===== config.mk =====
export PLATFORM = sky130hd
export DESIGN_NAME = probe_cfg_seq
export DESIGN_NICKNAME = d
export VERILOG_FILES = /design/src/rtl/pcs_pkg.sv /design/src/rtl/pcs_id_lane.sv /design/src/rtl/pcs_mem_decode.sv /design/src/rtl/pcs_irq_map.sv /design/src/rtl/probe_cfg_seq.sv
export SDC_FILE = /design/constraint.sdc
export NUM_CORES = 1
export LEC_CHECK = 0
export BUFFER_PORTS_ARGS = -buffer_cell sky130_fd_sc_hd__buf_2
export CORE_UTILIZATION = 35
export CTS_CLUSTER_DIAMETER = 200
export DETAILED_ROUTE_END_ITERATION = 7
export PLACE_DENSITY_LB_ADDON = 0.25
export SETUP_SLACK_MARGIN = 0.02
export SLEW_MARGIN = 10
export SYNTH_ARGS = -nofsm -noshare
export SYNTH_HDL_FRONTEND = slang
export SYNTH_SLANG_ARGS = --single-unit

===== constraint.sdc =====
create_clock -name clk -period 6.8 [get_ports clk]
set_clock_uncertainty 0.1 [all_clocks]
set_input_delay 0.34 -clock clk [delete_from_list [all_inputs] [get_ports clk]]
set_output_delay 0.34 -clock clk [all_outputs]
set_load 0.02 [all_outputs]

===== src/rtl/pcs_pkg.sv =====
package pcs_pkg;
  parameter int unsigned PCS_AW   = 20;  // window address width
  parameter int unsigned PCS_SW   = 17;  // window size width (bytes)
  parameter int unsigned PCS_DW   = 16;  // EEPROM word width
  parameter int unsigned PCS_IDW  = 8;   // ID port width
  parameter int unsigned PCS_IRQW = 4;   // interrupt number width

  typedef enum logic [3:0] {
    S_IDLE, S_RST, S_ID, S_IDCHK, S_MEM, S_MEMCHK,
    S_SUM, S_SUMCHK, S_WR, S_IRQ, S_IRQCHK, S_DONE
  } pcs_state_e;
endpackage


===== src/rtl/pcs_id_lane.sv =====
module pcs_id_lane
  import pcs_pkg::*;
(
  input  logic [PCS_IDW-1:0] rd_byte,
  output logic [15:0]        lane
);
  // upper nibble steered to the slot named by the two low bits
  always_comb lane = 16'(rd_byte[7:4]) << {rd_byte[1:0], 2'b00};
endmodule


===== src/rtl/pcs_mem_decode.sv =====
module pcs_mem_decode
  import pcs_pkg::*;
#(
  parameter logic [PCS_AW-1:0] ORIGIN     = 20'hC0000,
  parameter int unsigned       PAGE_SHIFT = 14
) (
  input  logic [7:0]        mask,
  output logic              ok,
  output logic [PCS_AW-1:0] base,
  output logic [PCS_SW-1:0] size,
  output logic [7:0]        lo,
  output logic [7:0]        inv,
  output logic [7:0]        ext
);
  logic [2:0]  idx;
  logic        found;
  logic [7:0]  run;
  logic [2:0]  units;
  logic [3:0]  pg;
  logic [15:0] dec;

  always_comb begin
    idx   = '0;
    found = 1'b0;
    for (int i = 0; i < 8; i++) begin
      if (!found && mask[i]) begin
        idx   = 3'(i);
        found = 1'b1;
      end
    end
    run = mask >> idx;
    case (run)
      8'h01:   units = 3'd1;
      8'h03:   units = 3'd2;
      8'h07:   units = 3'd3;
      8'h0F:   units = 3'd4;
      default: units = 3'd0;
    endcase
    ok   = found && (units != 3'd0);
    base = ORIGIN + (PCS_AW'(idx) << PAGE_SHIFT);
    size = PCS_SW'(units) << PAGE_SHIFT;
    pg   = base[PAGE_SHIFT+3:PAGE_SHIFT];
    dec  = ((16'd1 << units) - 16'd1) << pg;
    lo   = dec[7:0];
    inv  = ~dec[7:0];
    ext  = {~dec[11:8], 4'h0} | dec[15:8];
  end
endmodule


===== src/rtl/pcs_irq_map.sv =====
module pcs_irq_map
  import pcs_pkg::*;
(
  input  logic [2:0]          code,
  output logic [PCS_IRQW-1:0] num
);
  always_comb begin
    case (code)
      3'd1:    num = 4'd9;
      3'd2:    num = 4'd3;
      3'd3:    num = 4'd4;
      3'd4:    num = 4'd5;
      3'd5:    num = 4'd10;
      3'd6:    num = 4'd11;
      default: num = 4'd0;
    endcase
  end
endmodule


===== src/rtl/probe_cfg_seq.sv =====
module probe_cfg_seq
  import pcs_pkg::*;
#(
  parameter int unsigned RST_CYCLES = 8,
  parameter logic [15:0] ID_EXPECT  = 16'hBABA,
  parameter int unsigned EE_WORDS   = 64,
  parameter int unsigned MEM_WORD   = 6,
  parameter int unsigned IRQ_WORD   = 1,
  parameter int unsigned IRQ_LSB    = 13
) (
  input  logic                clk,
  input  logic                rst_n,
  input  logic                start,
  input  logic                pre_base_vld,
  input  logic [PCS_AW-1:0]   pre_base,
  input  logic                pre_size_vld,
  input  logic [PCS_SW-1:0]   pre_size,
  input  logic                pre_irq_vld,
  input  logic [PCS_IRQW-1:0] pre_irq,
  output logic                hw_reset,
  output logic                id_rd,
  input  logic [PCS_IDW-1:0]  id_data,
  output logic                ee_req,
  output logic [5:0]          ee_addr,
  input  logic                ee_ack,
  input  logic [PCS_DW-1:0]   ee_data,
  output logic                ctl_hold,
  output logic                reg_wr,
  output logic [1:0]          reg_sel,
  output logic [7:0]          reg_wdata,
  output logic                done,
  output logic                pass,
  output logic [PCS_AW-1:0]   win_base,
  output logic [PCS_SW-1:0]   win_size,
  output logic [7:0]          dec_lo,
  output logic [7:0]          dec_inv,
  output logic [7:0]          dec_ext,
  output logic [PCS_IRQW-1:0] irq_num
);
  localparam int unsigned EE_AW = $clog2(EE_WORDS);
  localparam int unsigned CNT_MAX = (RST_CYCLES > EE_WORDS) ? RST_CYCLES : EE_WORDS;
  localparam int unsigned CNT_W = $clog2(CNT_MAX + 1);

  pcs_state_e        state_q, state_d;
  logic [CNT_W-1:0]  cnt_q, cnt_d;
  logic [15:0]       id_q, sum_q, lane;
  logic [7:0]        mask_q;
  logic [2:0]        code_q;
  logic              pass_q;
  logic              mem_ok;
  logic              acc_clr, id_en, mask_en, sum_clr, sum_en, code_en, pass_set, pass_clr;

  pcs_id_lane u_lane (.rd_byte(id_data), .lane(lane));

  pcs_mem_decode u_mem (
    .mask(mask_q), .ok(mem_ok), .base(win_base), .size(win_size),
    .lo(dec_lo), .inv(dec_inv), .ext(dec_ext)
  );

  pcs_irq_map u_irq (.code(code_q), .num(irq_num));

  // next-state and control strobes
  always_comb begin
    state_d  = state_q;
    cnt_d    = cnt_q;
    acc_clr  = 1'b0;
    id_en    = 1'b0;
    mask_en  = 1'b0;
    sum_clr  = 1'b0;
    sum_en   = 1'b0;
    code_en  = 1'b0;
    pass_set = 1'b0;
    pass_clr = 1'b0;
    case (state_q)
      S_IDLE, S_DONE: if (start) begin
        state_d  = S_RST;
        cnt_d    = '0;
        acc_clr  = 1'b1;
        pass_clr = 1'b1;
      end
      S_RST: begin
        cnt_d = cnt_q + 1'b1;
        if (cnt_q == CNT_W'(RST_CYCLES - 1)) begin
          state_d = S_ID;
          cnt_d   = '0;
        end
      end
      S_ID: begin
        id_en = 1'b1;
        cnt_d = cnt_q + 1'b1;
        if (cnt_q == CNT_W'(3)) state_d = S_IDCHK;
      end
      S_IDCHK: state_d = (id_q == ID_EXPECT) ? S_MEM : S_DONE;
      S_MEM: if (ee_ack) begin
        mask_en = 1'b1;
        state_d = S_MEMCHK;
      end
      S_MEMCHK: begin
        if (!mem_ok || (pre_base_vld && pre_base != win_base) ||
            (pre_size_vld && pre_size != win_size)) begin
          state_d = S_DONE;
        end else begin
          state_d = S_SUM;
          cnt_d   = '0;
          sum_clr = 1'b1;
        end
      end
      S_SUM: if (ee_ack) begin
        sum_en = 1'b1;
        cnt_d  = cnt_q + 1'b1;
        if (cnt_q == CNT_W'(EE_WORDS - 1)) state_d = S_SUMCHK;
      end
      S_SUMCHK: begin
        cnt_d   = '0;
        state_d = (sum_q == ID_EXPECT) ? S_WR : S_DONE;
      end
      S_WR: begin
        cnt_d = cnt_q + 1'b1;
        if (cnt_q == CNT_W'(2)) state_d = S_IRQ;
      end
      S_IRQ: if (ee_ack) begin
        code_en = 1'b1;
        state_d = S_IRQCHK;
      end
      S_IRQCHK: begin
        state_d  = S_DONE;
        pass_set = !(pre_irq_vld && pre_irq != irq_num);
      end
      default: state_d = S_IDLE;
    endcase
  end

  always_ff @(posedge clk or negedge rst_n) begin
    if (!rst_n) begin
      state_q <= S_IDLE;
      cnt_q   <= '0;
    end else begin
      state_q <= state_d;
      cnt_q   <= cnt_d;
    end
  end

  always_ff @(posedge clk or negedge rst_n) begin
    if (!rst_n) begin
      id_q   <= '0;
      sum_q  <= '0;
      mask_q <= '0;
      code_q <= '0;
      pass_q <= 1'b0;
    end else begin
      if (acc_clr)     id_q   <= '0;
      else if (id_en)  id_q   <= id_q | lane;
      if (sum_clr)     sum_q  <= '0;
      else if (sum_en) sum_q  <= sum_q + ee_data;
      if (mask_en)     mask_q <= ee_data[7:0];
      if (code_en)     code_q <= ee_data[IRQ_LSB +: 3];
      if (pass_clr)    pass_q <= 1'b0;
      else if (pass_set) pass_q <= 1'b1;
    end
  end

  // port decode of the current state
  always_comb begin
    hw_reset = (state_q == S_RST);
    id_rd    = (state_q == S_ID);
    ee_req   = (state_q == S_MEM) || (state_q == S_SUM) || (state_q == S_IRQ);
    ctl_hold = (state_q == S_SUM) || (state_q == S_SUMCHK) || (state_q == S_WR) ||
               (state_q == S_IRQ) || (state_q == S_IRQCHK);
    reg_wr   = (state_q == S_WR);
    reg_sel  = reg_wr ? cnt_q[1:0] : 2'd0;
    done     = (state_q == S_DONE);
    pass     = pass_q;
    case (state_q)
      S_MEM:   ee_addr = 6'(MEM_WORD);
      S_SUM:   ee_addr = 6'(cnt_q[EE_AW-1:0]);
      S_IRQ:   ee_addr = 6'(IRQ_WORD);
      default: ee_addr = 6'd0;
    endcase
    case (reg_sel)
      2'd0:    reg_wdata = reg_wr ? dec_lo : 8'h00;
      2'd1:    reg_wdata = dec_inv;
      2'd2:    reg_wdata = dec_ext;
      default: reg_wdata = 8'h00;
    endcase
  end
endmodule


* Yosys cells after proc, flatten, opt, wreduce, memory -nomap -nowiden *
Cells that the tools add are included.

operators by class
  $add $sub $neg = 4
  shift-type cells = 4
  reductions and logical operators = 39
  bitwise gates (word level) = 4
  eq/ne operators = 41
  muxes and demuxes = 54

operators with widths
  kind                    count
  $mux 16                 4
  $pmux 4 s11             1
  $pmux 7 s6              1
  $mux 4                  10
  $eq 16x16->1 const B    2
  $mux 7                  4
  $pmux 4 s6              1
  $pmux 8 s3              1
  $mux 1                  21
  $add 19x18->20 const A  1
  $ne 20x20->1            1
  $mux 3                  6
  $pmux 6 s3              1
  $ne 17x17->1            1
  $add 16x16->16          1
  $eq 4x3->1 const B      4
  $eq 4x4->1 const B      4
  $or 16x16->16           1
  $shl 1x3->16 const A    1
  $shl 16x4->16           1
  $shl 4x4->16            1
  $sub 16x1->16 const B   1
  $eq 7x2->1 const B      2
  $ne 2x2->1 const B      6
  34 further kinds        69

storage, ports and cells
  output and inout port bits = 88
  logic and storage cells = 153
  input bits = 72
  flip-flop bits (word level) = 55

* Depth between registers and ports, before layout *
  depth in word-level cells = 33
  mapped depth = 18
  depth with buffers taken out = 16

* By module *
A second synthesis with hierarchy kept.

unflattened totals
  cell total of the unflattened synthesis = 671
  area, all modules = 5,367.6 um^2

by module, submodules not included
  module          cells each  area an instance (um^2)  seq. area each (um^2)  times used
  probe_cfg_seq   461         3,978.8                  1,376.3                1
  pcs_mem_decode  183         1,173.6                  0.0                    1
  pcs_id_lane     18          157.7                    0.0                    1
  pcs_irq_map     9           57.6                     0.0                    1

* Worst setup path after synthesis *
Ideal clock, no wire load.

  path kind = reg2out
  start point = register mask_q[4]
  end point = output reg_wdata[7]
  path slack = 2.642 ns
  stages on the path, launching flop included = 17
  arrival time = 3.718 ns
  required time = 6.360 ns
  path buffers = 2
  cell sequence = dfrtp_1 > buf_6 > nand2b_4 > a211oi_4 > mux2i_1 > and2_1 > buf_2 > o22ai_1 > and2_1 > ha_1 > a211o_1 > nor4_1 > nor4_1 > mux2_2 > o22a_1 > mux2i_1 > a21oi_1

between the ends
  elaborated cells on any way between the ends = 29
  those cells by class = add/sub: 2; eq/ne: 4; shift: 3; mux: 10; bitwise: 3; reduce/logical: 7

RTL lines
  what                                      line                  text
  start, declared                           probe_cfg_seq.sv:47   logic [7:0] mask_q;
  start signal, assigned                    probe_cfg_seq.sv:155  if (mask_en) mask_q <= ee_data[7:0];
  $logic_and 1x1->1                         pcs_mem_decode.sv:26  if (!found && mask[i]) begin
  $mux 1                                    pcs_mem_decode.sv:26
  $logic_not 1->1                           pcs_mem_decode.sv:26
  $logic_and 1x1->1                         pcs_mem_decode.sv:26
  $mux 1                                    pcs_mem_decode.sv:26
  $logic_not 1->1                           pcs_mem_decode.sv:26
  $logic_and 1x1->1                         pcs_mem_decode.sv:26
  $mux 1                                    pcs_mem_decode.sv:26
  [4 not listed]                            n/a
  $eq 8x4->1, or another cell as far along  pcs_mem_decode.sv:32  case (run)
  $pmux 3 s4                                pcs_mem_decode.sv:32
  $shl 1x3->16                              pcs_mem_decode.sv:43  dec = ((16'd1 << units) - 16'd1) << pg;
  $sub 16x1->16                             pcs_mem_decode.sv:43
  $shl 16x4->16 (*)                         pcs_mem_decode.sv:43
  $not 8->8 (*)                             pcs_mem_decode.sv:45  inv = ~dec[7:0];
  named net dec_inv[7]                      probe_cfg_seq.sv:36   output logic [7:0] dec_inv,
  $pmux 8 s3 (*)                            probe_cfg_seq.sv:179  case (reg_sel)
  end, declared                             probe_cfg_seq.sv:30   output logic [7:0] reg_wdata,

Mark *: on every way through the listed nets, which the timed path passes. The rest lies on a longest branch.

* Worst setup path in the final report *
  start point = register mask_q[2]
  end point = output reg_wdata[7]

between the ends
  cells in the longest elaborated chain, start to end = 26
  elaborated cells on any way between the ends = 37
  those cells by class = add/sub: 2; eq/ne: 4; shift: 3; mux: 14; bitwise: 3; reduce/logical: 11

RTL lines
  what                                      line                  text
  $logic_and 1x1->1                         pcs_mem_decode.sv:26
  $mux 1                                    pcs_mem_decode.sv:26
  $logic_not 1->1                           pcs_mem_decode.sv:26
  $logic_and 1x1->1                         pcs_mem_decode.sv:26
  $mux 1                                    pcs_mem_decode.sv:26
  $logic_not 1->1                           pcs_mem_decode.sv:26
  $logic_and 1x1->1                         pcs_mem_decode.sv:26
  $mux 1                                    pcs_mem_decode.sv:26
  [10 not listed]                           n/a
  $eq 8x4->1, or another cell as far along  pcs_mem_decode.sv:32
  $pmux 3 s4                                pcs_mem_decode.sv:32
  $shl 1x3->16                              pcs_mem_decode.sv:43
  $sub 16x1->16                             pcs_mem_decode.sv:43
  $shl 16x4->16 (*)                         pcs_mem_decode.sv:43
  $not 4->4                                 pcs_mem_decode.sv:46  ext = {~dec[11:8], 4'h0} | dec[15:8];
  $or 8x8->8                                pcs_mem_decode.sv:46
  $pmux 8 s3 (*)                            probe_cfg_seq.sv:179

Every way passes the cells marked *; elsewhere a longest branch is shown, timed or not.

==> impl.org <==
** Status
- Status :: finished clean

** Global routing
- The layer flagged by global routing as most heavily used is met2.
- The first global-routing pass estimated 22500 um of wire.
- Global Route met2 Usage :: 0.326
- Met3 Usage GRT :: 0.0293
- In the global route stage, overall resource usage came out at 0.186.
- Number of antenna violations at the first check in global routing :: 0
- Met1 usage in global routing :: 0.239
- Maximum number of pins on one net before global-route repair :: 56
- Overflow left after global routing :: 0
- Via count of the first global-routing pass :: 4554

** Worst setup path
- Along the worst path, the maximum fanout reaches 13.
- Data on the critical path is required at its endpoint by 6360 ps.
- The worst setup path is of the reg -> out kind.
- STA classifies the critical path endpoint as an output pin.
- Arr. time, crit path :: 4580 ps
- Kind of start point of the critical path :: flop

** Detailed routing
- DRC Markers :: 0
- The first detailed-routing pass took 5 iterations.
- The count of nets left with antenna violations once routing finished came out at 0.
- Post-DR vias/cell :: 5.33
- In this run, the number of DRC markers left after iteration 0 of detailed routing was 331.
- The final layout contains routed wiring with a total length of 14100 um.
- Summing over every cut layer, the via total after detailed routing is 5044.
- Routed wirelength normalized by instance count :: 14.9 um

** Cells and area
- After filler insertion, the fill cell instance count of the layout stands at 1516.
- Final core area utilization :: 0.410
- ANT cells :: 0
- Relative to the synthesized area, the layout overhead comes to 14.5%.
- Share of final-layout standard cells stronger than drive strength 1 :: 0.233
- The finished cells cover 5940 sq um.
- Most common library cell in the layout ignoring fill and taps :: sky130_fd_sc_hd__buf_2
- Number of nets in the finished design :: 855
- Commonest non-fill, non-tap cells in the layout :: sky130_fd_sc_hd__buf_2, sky130_fd_sc_hd__nor2_1, sky130_fd_sc_hd__nand2_1
- Once layout is complete, the cells apart from fillers number 947.

** STA
- Worst-margin pin slew :: 995 ps
- Dividing the final minimum period by the clock period gives 0.739.
- Setup total negative slack on the finished layout was measured at 0 ps.
- The tightest hold path in the finished design has a slack of 58.2 ps.
- Measured against its own limit, the worst slew margin works out to 0.333.
- Setup slack on the critical path of the routed design comes to 1780 ps.
- Setup violations remaining at the end of the flow were counted as 0.
- Setup repair after global routing left no endpoint under its margin.
- The number of max-slew violations in the final report is 0.
- Based on the critical path, the design can be clocked at up to 199 MHz.
- Final hold violation count :: 0
- Subtracting the final worst setup slack from the clock period gives 5020 ps.

** Logic synthesis
- Post-synth top area cell :: sky130_fd_sc_hd__dfrtp_1
- Of all flip-flops after synthesis, the portion carrying an async set or reset was 1.00.
- By area the synthesized netlist is led by sky130_fd_sc_hd__dfrtp_1, sky130_fd_sc_hd__nor2_1, sky130_fd_sc_hd__a21oi_1.
- Number of library cell types mapped by synthesis :: 89
- Cell area after synthesis :: 5190 sq um
- Among all flip-flop cells after synthesis, the most frequent one is sky130_fd_sc_hd__dfrtp_1.
- Post-Synthesis Cells :: 660
- The Yosys step of the flow raised 0 warnings.
- Of the synthesized area, sequential elements account for 0.265.
- Share of Yosys cell area claimed by the top area cell type :: 0.265
- Number of synthesized flops with an enable pin :: 0
- Flops & latches, synth :: 55
- Mean Syn Cell Area :: 7.86 sq um

** Floorplan
- Initial Util :: 0.358
- Placeable Area :: 14500 sq um
- FP Rows :: 44
- Die area :: 15300 sq um
- Top-level port count :: 160
- The die is 124 um tall.
- Measured along the x axis, the die boundary spans 124 um.

** Clock network
- Post-cts hold buffer count :: 0
- CTS saw 55 sinks.
- TritonCTS built the clock tree.
- Clock buffer depth :: 2
- Number of buffers inserted during clock tree synthesis :: 5
- In this run the post-CTS setup repair buffer count came out at 0.
- Root Buffer :: sky130_fd_sc_hd__clkbuf_16
- Clock-pin slew on the worst setup and hold paths :: 70 ps
- After clock tree synthesis, the repair step resized 0 gates.
- The H-tree was split into 2 levels.
- Clock latency on the worst-skew pair, taken at its later pin, is 290 ps.

** Power and ir drop
- Maximum ir drop on the vdd rail :: 0.000193 V
- Static Leakage :: 2.93 nW
- Total power :: 1.36 mW
- Power density cells :: 228 nW/um^2

** Placement
- Weighted congestion at the end of routability-driven global placement :: 0.906
- Number of port buffers :: 124
- Setup slack after placement :: 2140 ps
- Including well taps, the total number of placed cells is 940.
- Once placement finished, the instance area stood at 5780 sq um.
- Dpl hpwl :: 11100 um

** Job
- Max-cap violations in this run came to 0.

** Min path
- Min-delay worst type :: in -> async
==> flip-flops by register name, summed over array words and instances, names as in the netlist <==
signal and count:
mask_q 8, state_q 4, pass 1, id_q 16
code_q 3, cnt_q 7, sum_q 16
==> report_power, final <==
| group | switching, mW | total (mW) | internal, mW |
|---|---|---|---|
| combinational | 0.344 | 0.575 | 0.231 |
| clock | 0.112 | 0.284 | 0.172 |
| sequential | 0.106 | 0.497 | 0.391 |
| total | 0.562 | 1.36 | 0.794 |
==> kinds of logic after synthesis <==
family          after synthesis  share of synthesized area
simple gates                278                      0.263
compound gates              169                      0.234
buf+inv                      89                     0.0945
flops                        55                      0.265
mux                          28                     0.0598
fa+ha+maj                    20                     0.0497
xor+xnor                     19                     0.0321
other cells                   2                    0.00145
==> final timing paths <==
path	startpoint	slack [ps]	cells past startpoint	end
worst max-delay path	mask_q[2]	1780	16	reg_wdata[7]
worst min-delay path	rst_n	60	2	cnt_q[0]
worst max register to register	mask_q[5]	2850	12	sum_q[9]
worst min register to register	id_q[10]	390	2	id_q[10]
max in group asynchronous	rst_n	6050	2	sum_q[0]
min in group clk	ee_data[5]	200	2	mask_q[5]
==> metal layers <==
layer	wire (um)	vias up
met5	0	-
met4	161	0
met3	888	9
met2	6730	170
met1	6340	2336
li1	-	2529
==> area by class of cell <==
type	instances	area (sq um)	share of cell area
Clock buffer	6	129	0.0217
Clock inverter	1	30.0	0.00505
Inverter	29	110	0.0185
Multi-Input combinational cell	547	3440	0.579
Sequential cell	55	1380	0.232
Tap cell	184	230	0.0387
Timing Repair Buffer	125	628	0.106
==> synthesized netlist by cell type, drive strengths merged, types with 9 or more instances <==
| master | count |
|---|---|
| nand2 | 65 |
| and2 | 10 |
| nand3 | 21 |
| nor3 | 21 |
| xor2 | 9 |
| buf | 41 |
| clkbuf | 19 |
| o21ai | 21 |
| dfrtp | 55 |
| a31oi | 9 |
| a21oi | 60 |
| nand2b | 11 |
| mux2i | 13 |
| ha | 19 |
| xnor2 | 10 |
| inv | 24 |
| mux2 | 14 |
| nor4 | 13 |
| nor2 | 94 |
==> critical path, cell delays in order, from the launching register on <==
cell	delay (ps)
sky130_fd_sc_hd__dfrtp_1	510
sky130_fd_sc_hd__nor2_1	330
sky130_fd_sc_hd__nand3_2	320
sky130_fd_sc_hd__clkinv_2	250
sky130_fd_sc_hd__o31a_1	180
sky130_fd_sc_hd__a21boi_4	370
sky130_fd_sc_hd__o22ai_1	180
sky130_fd_sc_hd__and2_1	160
sky130_fd_sc_hd__ha_1	250
sky130_fd_sc_hd__nand2_1	160
sky130_fd_sc_hd__a21oi_1	60
sky130_fd_sc_hd__nor4_1	500
sky130_fd_sc_hd__mux2_2	270
sky130_fd_sc_hd__o22a_1	220
sky130_fd_sc_hd__mux2i_1	90
sky130_fd_sc_hd__a21oi_1	200
sky130_fd_sc_hd__buf_2	210
No activity file was read; power rests on OpenSTA's default activity.
